**src/rtl/wbf_pkg.sv**
```systemverilog
package wbf_pkg;

    localparam int BYTE_W     = 8;
    localparam int WORD_LANES = 4;
    localparam int WORD_W     = BYTE_W * WORD_LANES;
    localparam int LCNT_W     = $clog2(WORD_LANES + 1);

    typedef logic [BYTE_W-1:0]                  byte_t;
    typedef logic [WORD_LANES-1:0][BYTE_W-1:0]  lanes_t;

    typedef enum logic {
        ORDER_MSB = 1'b0,
        ORDER_LSB = 1'b1
    } order_e;

    typedef enum logic {
        THR_HALF = 1'b0,
        THR_3Q   = 1'b1
    } thr_e;

    typedef struct packed {
        logic err;
        logic rxne;
        logic txe;
    } irq_vec_t;

    // lane 0 is the first byte to leave the queue
    function automatic lanes_t split_word(logic [WORD_W-1:0] w, order_e ord);
        lanes_t r;
        for (int i = 0; i < WORD_LANES; i++) begin
            if (ord == ORDER_LSB)
                r[i] = w[BYTE_W*i +: BYTE_W];
            else
                r[i] = w[BYTE_W*(WORD_LANES-1-i) +: BYTE_W];
        end
        return r;
    endfunction

    // lane 0 is the oldest byte; lanes at or above n read as zero
    function automatic logic [WORD_W-1:0] pack_lanes(lanes_t l, logic [LCNT_W-1:0] n,
                                                     order_e ord);
        logic [WORD_W-1:0] w;
        w = '0;
        for (int i = 0; i < WORD_LANES; i++) begin
            if (LCNT_W'(i) < n) begin
                if (ord == ORDER_LSB)
                    w[BYTE_W*i +: BYTE_W] = l[i];
                else
                    w[BYTE_W*(WORD_LANES-1-i) +: BYTE_W] = l[i];
            end
        end
        return w;
    endfunction

    function automatic int unsigned thr_level(int unsigned depth, thr_e s);
        return (s == THR_3Q) ? (depth * 3) / 4 : depth / 2;
    endfunction

endpackage

```
**src/rtl/wbf_byte_fifo.sv**
```systemverilog
module wbf_byte_fifo
    import wbf_pkg::*;
#(
    parameter int DEPTH  = 16,
    parameter int PUSH_L = 4,
    parameter int POP_L  = 1,
    localparam int PW    = $clog2(DEPTH),
    localparam int CW    = $clog2(DEPTH + 1),
    localparam int PCW   = $clog2(PUSH_L + 1),
    localparam int OCW   = $clog2(POP_L + 1)
) (
    input  logic                         clk,
    input  logic                         rst,
    input  logic                         clear,
    input  logic [PCW-1:0]               push_cnt,
    input  logic [PUSH_L-1:0][BYTE_W-1:0] push_data,
    input  logic [OCW-1:0]               pop_cnt,
    output logic [POP_L-1:0][BYTE_W-1:0] peek_data,
    output logic [CW-1:0]                count
);

    byte_t          mem [DEPTH];
    logic [PW-1:0]  wr_ptr;
    logic [PW-1:0]  rd_ptr;

    always_ff @(posedge clk) begin
        for (int i = 0; i < PUSH_L; i++) begin
            if (!clear && (PCW'(i) < push_cnt))
                mem[wr_ptr + PW'(i)] <= push_data[i];
        end
    end

    always_ff @(posedge clk) begin
        if (rst || clear) begin
            wr_ptr <= '0;
            rd_ptr <= '0;
            count  <= '0;
        end else begin
            wr_ptr <= wr_ptr + PW'(push_cnt);
            rd_ptr <= rd_ptr + PW'(pop_cnt);
            count  <= count + CW'(push_cnt) - CW'(pop_cnt);
        end
    end

    for (genvar g = 0; g < POP_L; g++) begin : g_peek
        assign peek_data[g] = mem[rd_ptr + PW'(g)];
    end

    assert_fifo_bound_R7: assert property (@(posedge clk) disable iff (rst)
        int'(count) <= DEPTH);

    assert_no_overflow_R3: assert property (@(posedge clk) disable iff (rst)
        !clear |-> (int'(count) + int'(push_cnt) <= DEPTH + int'(pop_cnt)));

    assert_no_underflow_R4: assert property (@(posedge clk) disable iff (rst)
        !clear |-> (int'(pop_cnt) <= int'(count)));

    assert_clear_empties_R9: assert property (@(posedge clk) disable iff (rst)
        clear |=> (count == '0));

endmodule

```
**src/rtl/wbf_tx_path.sv**
```systemverilog
module wbf_tx_path
    import wbf_pkg::*;
#(
    parameter int DEPTH = 16,
    localparam int CW   = $clog2(DEPTH + 1)
) (
    input  logic              clk,
    input  logic              rst,
    input  logic              clear,
    input  order_e            order,
    input  logic              wr,
    input  logic [WORD_W-1:0] wdata,
    input  logic              pop,
    output byte_t             head,
    output logic [CW-1:0]     count,
    output logic              empty,
    output logic              not_full,
    output logic              overflow
);

    localparam logic [CW-1:0] ROOM_LIMIT = CW'(DEPTH - WORD_LANES);

    logic                   accept;
    logic                   pop_ok;
    logic [LCNT_W-1:0]      push_cnt;
    logic [0:0]             pop_cnt;
    lanes_t                 lanes;
    logic [0:0][BYTE_W-1:0] peek;

    assign not_full = (count <= ROOM_LIMIT);
    assign empty    = (count == '0);
    assign accept   = wr && not_full && !clear;
    assign pop_ok   = pop && !empty && !clear;
    assign lanes    = split_word(wdata, order);
    assign push_cnt = accept ? LCNT_W'(WORD_LANES) : '0;
    assign pop_cnt  = pop_ok;
    assign head     = empty ? '0 : peek[0];

    wbf_byte_fifo #(
        .DEPTH  (DEPTH),
        .PUSH_L (WORD_LANES),
        .POP_L  (1)
    ) u_fifo (
        .clk       (clk),
        .rst       (rst),
        .clear     (clear),
        .push_cnt  (push_cnt),
        .push_data (lanes),
        .pop_cnt   (pop_cnt),
        .peek_data (peek),
        .count     (count)
    );

    always_ff @(posedge clk) begin
        if (rst || clear)
            overflow <= 1'b0;
        else if (wr && !not_full)
            overflow <= 1'b1;
    end

    assert_ovf_sticky_R3: assert property (@(posedge clk) disable iff (rst)
        (overflow && !clear) |=> overflow);

    assert_ovf_drop_R3: assert property (@(posedge clk) disable iff (rst)
        (wr && !not_full && !clear && !pop) |=> (count == $past(count)));

endmodule

```
**src/rtl/wbf_rx_path.sv**
```systemverilog
module wbf_rx_path
    import wbf_pkg::*;
#(
    parameter int DEPTH = 16,
    localparam int CW   = $clog2(DEPTH + 1)
) (
    input  logic              clk,
    input  logic              rst,
    input  logic              clear,
    input  order_e            order,
    input  logic              push,
    input  byte_t             byte_in,
    input  logic              rd,
    output logic [WORD_W-1:0] rdata,
    output logic [CW-1:0]     count,
    output logic              not_empty,
    output logic              full
);

    logic [LCNT_W-1:0] avail;
    logic [LCNT_W-1:0] pop_cnt;
    logic [0:0]        push_cnt;
    lanes_t            peek;

    assign full      = (count == CW'(DEPTH));
    assign not_empty = (count != '0);
    assign avail     = (count >= CW'(WORD_LANES)) ? LCNT_W'(WORD_LANES) : LCNT_W'(count);
    assign push_cnt  = push && !full && !clear;
    assign pop_cnt   = (rd && !clear) ? avail : '0;
    assign rdata     = pack_lanes(peek, avail, order);

    wbf_byte_fifo #(
        .DEPTH  (DEPTH),
        .PUSH_L (1),
        .POP_L  (WORD_LANES)
    ) u_fifo (
        .clk       (clk),
        .rst       (rst),
        .clear     (clear),
        .push_cnt  (push_cnt),
        .push_data (byte_in),
        .pop_cnt   (pop_cnt),
        .peek_data (peek),
        .count     (count)
    );

    assert_full_drop_R5: assert property (@(posedge clk) disable iff (rst)
        (full && push && !rd && !clear) |=> (count == $past(count)));

    assert_empty_read_R6: assert property (@(posedge clk) disable iff (rst)
        (!not_empty && !push && !clear) |=> !not_empty);

endmodule

```
**src/rtl/wbf_irq_gen.sv**
```systemverilog
module wbf_irq_gen
    import wbf_pkg::*;
(
    input  irq_vec_t flags,
    input  irq_vec_t enables,
    output logic     irq
);

    assign irq = |(flags & enables);

endmodule

```
**src/rtl/word_byte_fifo.sv**
```systemverilog
module word_byte_fifo
    import wbf_pkg::*;
#(
    parameter int DEPTH = 16,
    localparam int CW   = $clog2(DEPTH + 1)
) (
    input  logic        clk,
    input  logic        rst,
    input  logic        clear_i,
    input  logic        lsb_first_i,
    input  logic        thresh_sel_i,
    input  logic        tx_wr_i,
    input  logic [31:0] tx_wdata_i,
    input  logic        tx_pop_i,
    output logic [7:0]  tx_byte_o,
    input  logic        rx_push_i,
    input  logic [7:0]  rx_byte_i,
    input  logic        rx_rd_i,
    output logic [31:0] rx_rdata_o,
    output logic [CW-1:0] tx_count_o,
    output logic [CW-1:0] rx_count_o,
    output logic        tx_empty_o,
    output logic        tx_not_full_o,
    output logic        rx_not_empty_o,
    output logic        rx_full_o,
    output logic        tx_thr_o,
    output logic        rx_thr_o,
    output logic        overflow_o,
    input  logic        err_ie_i,
    input  logic        rxne_ie_i,
    input  logic        txe_ie_i,
    output logic        irq_o
);

    localparam logic [CW-1:0] LVL_HALF = CW'(thr_level(DEPTH, THR_HALF));
    localparam logic [CW-1:0] LVL_3Q   = CW'(thr_level(DEPTH, THR_3Q));

    order_e        order;
    thr_e          thr_sel;
    logic [CW-1:0] level;
    irq_vec_t      flags;
    irq_vec_t      enables;

    assign order   = order_e'(lsb_first_i);
    assign thr_sel = thr_e'(thresh_sel_i);
    assign level   = (thr_sel == THR_3Q) ? LVL_3Q : LVL_HALF;

    wbf_tx_path #(.DEPTH(DEPTH)) u_tx (
        .clk      (clk),
        .rst      (rst),
        .clear    (clear_i),
        .order    (order),
        .wr       (tx_wr_i),
        .wdata    (tx_wdata_i),
        .pop      (tx_pop_i),
        .head     (tx_byte_o),
        .count    (tx_count_o),
        .empty    (tx_empty_o),
        .not_full (tx_not_full_o),
        .overflow (overflow_o)
    );

    wbf_rx_path #(.DEPTH(DEPTH)) u_rx (
        .clk       (clk),
        .rst       (rst),
        .clear     (clear_i),
        .order     (order),
        .push      (rx_push_i),
        .byte_in   (rx_byte_i),
        .rd        (rx_rd_i),
        .rdata     (rx_rdata_o),
        .count     (rx_count_o),
        .not_empty (rx_not_empty_o),
        .full      (rx_full_o)
    );

    assign tx_thr_o = (tx_count_o >= level);
    assign rx_thr_o = (rx_count_o >= level);

    assign flags   = '{err: overflow_o, rxne: rx_not_empty_o, txe: tx_empty_o};
    assign enables = '{err: err_ie_i, rxne: rxne_ie_i, txe: txe_ie_i};

    wbf_irq_gen u_irq (
        .flags   (flags),
        .enables (enables),
        .irq     (irq_o)
    );

    assert_irq_needs_enable_R10: assert property (@(posedge clk) disable iff (rst)
        !(err_ie_i || rxne_ie_i || txe_ie_i) |-> !irq_o);

    assert_full_stops_rx_R5: assert property (@(posedge clk) disable iff (rst)
        (rx_full_o && !rx_rd_i && !clear_i) |=> rx_full_o);

endmodule

```
**config.mk**
```make
export PLATFORM = sky130hd
export DESIGN_NAME = word_byte_fifo
export DESIGN_NICKNAME = d
export VERILOG_FILES = /design/src/rtl/wbf_pkg.sv /design/src/rtl/wbf_byte_fifo.sv /design/src/rtl/wbf_tx_path.sv /design/src/rtl/wbf_rx_path.sv /design/src/rtl/wbf_irq_gen.sv /design/src/rtl/word_byte_fifo.sv
export SDC_FILE = /design/constraint.sdc
export NUM_CORES = 1
export LEC_CHECK = 0
export ABC_AREA = 0
export BUFFER_PORTS_ARGS = -buffer_cell sky130_fd_sc_hd__buf_2
export CAP_MARGIN = 10
export CORE_UTILIZATION = 45
export DETAILED_ROUTE_END_ITERATION = 8
export PLACE_DENSITY_LB_ADDON = 0.1
export SETUP_SLACK_MARGIN = 0.1
export SLEW_MARGIN = 40
export SYNTH_ARGS = -nofsm -noshare
export SYNTH_HDL_FRONTEND = slang
export SYNTH_SLANG_ARGS = --single-unit
```
**constraint.sdc**
```tcl
create_clock -name clk -period 8.8 [get_ports clk]
set_clock_uncertainty 0.1 [all_clocks]
set_input_delay 0.88 -clock clk [delete_from_list [all_inputs] [get_ports clk]]
set_output_delay 0.88 -clock clk [all_outputs]
set_load 0.01 [all_outputs]
```
==> results.toml <==
[detailed_routing]
routed_via_density = 6.28
ant_nets = 0
dr.first_iter.drc_count = 801
num_vias = 9994
wire_per_inst_um = 26.6
wl_um = 42300
route.detailed.drc = 0
first_pass_iters = 5

[worst_setup_path]
worstSetupPathType = "flop to output port"
r2r-start = "u_tx.u_fifo.count[1]"
start_kind = "flop"
cp.arrival_ns = 4.35
cp_max_fo = 58
crit_required_ns = 7.82
r2r_cells = 10
reg2reg_to = "u_tx.u_fifo.mem[15][7]"
worst-r2r-setup-slack_ns = 5.29
crit_path_end_kind = "output port"

[place]
numPortBuffers = 109
preCtsSetupSlack_ns = 4.04
dp_hpwl_um = 28200
place_congestion = 0.832

[hold_path]
whs_endpoint = "u_tx.overflow"
min_path_cells = 2
hold_start = "u_tx.overflow"
hold_class = "flop to flop"

[yosys]
syn_inst = 998
netlist_area_sq_um = 15800
synthTopCellsByArea = "edfxtp_1, mux4_2, dfxtp_1"
synth.cells.most_frequent = "edfxtp_1, mux4_2, a21oi_1, nor2_1, mux2_2"
yosysWarnings = 0
ys_ff_latch = 281
yosys.area.top_type_share_pct = 48.7
syn-num-nets = 1082
synth-seq-area-share_pct = 51.9
yosysTopAreaCell = "edfxtp_1"
async_flop_share_pct = 0
yosysUniqueCellTypes = 49
synth.most_common_cell = "edfxtp_1"
synth_edf_count = 256
postSynthAreaPerCell_sq_um = 15.8
synthFlopType = "edfxtp_1"

[die]
dieArea_sq_um = 35800
die_width_um = 189
io_pins = 110
rows = 68
fp.dieH_um = 189
core_sq_um = 34500
start_util_pct = 45.7

[clock_network]
cts_made_buffers = 31
holdBufCountCts = 0
clkSinkCount = 281
post_cts_buffers = 0
post_cts_resized = 0
h-tree-depth = 1
clk_pin_slew_ns = 0.06
clock-root-buffer = "clkbuf_16"
insertion_delay_ns = 0.57
cts_tree = "yes"
cts_max_path_buffers = 3

[timing]
hold_violations = 0
fmax_mhz = 188
grt_setup_unrepaired = "false"
slew_headroom_pct = 43.1
finalSetupTns_ns = 0
period_needed_ns = 5.33
tightest_slew_ns = 0.849
period_share_pct = 60.5
setup_ws_ns = 3.47
slew_viol_final = 0
finalSetupViolCount = 0

[power_and_ir_drop]
power_density_nw_per_um2 = 182
peakVddDrop_mv = 0.174
leakagePower_nw = 6.14

[global_route]
grt_usage_pct = 23.8
antenna_found_initial = 1
grt_max_degree = 59
grt_overflow = 0
grt_pass1_wl_um = 62600
grt_pass1_vias = 9872

[final_layout]
drive_above_1_share_pct = 39.2
area_delta_synth_final_pct = 14.7
final_nets = 1194

[flow_run]
maxCapViolCount = 0

[status]
outcome = "finished clean"
-- flip-flops by register name (all words and copies together), names as in the netlist --
register and flops:
u_rx.u_fifo.count 5, u_tx.u_fifo.wr_ptr 2, u_tx.u_fifo.mem 128, u_rx.u_fifo.rd_ptr 4, u_tx.u_fifo.count 5, u_tx.u_fifo.rd_ptr 4
u_tx.overflow 1, u_rx.u_fifo.wr_ptr 4, u_rx.u_fifo.mem 128
-- critical path, stage by stage (launching register included) --
cell,delay (ns)
dfxtp_4,0.79
clkinv_2,0.12
clkbuf_8,0.40
ha_2,0.34
xnor2_2,0.53
buf_4,0.46
mux4_2,0.37
a22oi_1,0.23
nand2_1,0.12
a22o_1,0.24
buf_2,0.13
-- placed cells by master (no fill, tap or decap), types with 10 or more instances in the layout --
master and count:
buf_2 109, mux2i_1 31, inv_1 25, buf_4 36, mux4_2 179, dfxtp_1 21
mux2_2 42, a22o_1 25, a22oi_1 17, xnor2_1 10, nor2b_1 16, ha_1 28
nand2_1 33, a21oi_1 71, and2_1 11, edfxtp_1 256, nor2_1 66, clkbuf_16 31
-- layer usage --
metal	vias to the layer above	part of all wire [%]	GRT usage (%)
met5	-	0.031	0
met4	2	3.8	9.74
met3	89	7.7	3.80
met2	463	50	40.3
met1	5089	39	30.6
li1	4351	-	-
-- where the power goes --
| group | switching, W | leakage, nW | internal (W) |
|---|---|---|---|
| combinational | 0.000261 | 3.10 | 0.000186 |
| sequential | 0.0000155 | 2.52 | 0.00150 |
| clock | 0.000523 | 0.515 | 0.000812 |
-- how the worst max path moves through the flow --
| stage | from | to | cells past startpoint |
|---|---|---|---|
| floorplan | u_rx.u_fifo.rd_ptr[1] | rx_rdata_o[16] | 11 |
| global placement | u_rx.u_fifo.rd_ptr[0] | rx_rdata_o[7] | 8 |
| detailed placement | u_rx.u_fifo.rd_ptr[0] | rx_rdata_o[27] | 10 |
| CTS | u_rx.u_fifo.rd_ptr[0] | rx_rdata_o[25] | 10 |
| global route | u_rx.u_fifo.rd_ptr[0] | rx_rdata_o[25] | 10 |
| finish | u_rx.u_fifo.rd_ptr[0] | rx_rdata_o[29] | 10 |
-- layout make-up --
cell class	instances	area [sq um]
diodes	2	5.00
inverters	27	103
fillers	2897	16400
well taps	455	569
flip-flops and latches	281	8200
multi-input cells	623	7350
repair buffers	146	830
clock buffers	38	832
clock inverters	19	223
-- metrics by stage --
stage               area [sq um]  hold slack (ns)  util [%]  total power [W]  cells
finish                     18100            0.410      52.4          0.00330   1591
floorplan                  15800            0.419         -          0.00181    998
detailed placement         17000            0.390      49.3          0.00199   1532
CTS                        18100            0.409      52.4          0.00333   1589
global route               18100            0.425      52.4          0.00342   1589
global placement           17000            0.381      49.2          0.00199   1532
-- kinds of logic (layout without fill, tap and decap cells) --
| logic type | after synthesis | count (layout) | synth area share (%) |
|---|---|---|---|
| buffers and inverters | 94 | 230 | 2.35 |
| multiplexers | 254 | 254 | 30.6 |
| AO/OA/AOI/OAI | 146 | 146 | 5.99 |
| XOR/XNOR | 21 | 21 | 1.16 |
| AND/OR/NAND/NOR | 170 | 170 | 5.32 |
| flip-flops | 281 | 281 | 51.9 |
| adder cells (fa/ha/maj) | 32 | 32 | 2.68 |
| other | 0 | 2 | 0 |
(Power assumes the default switching activity.)
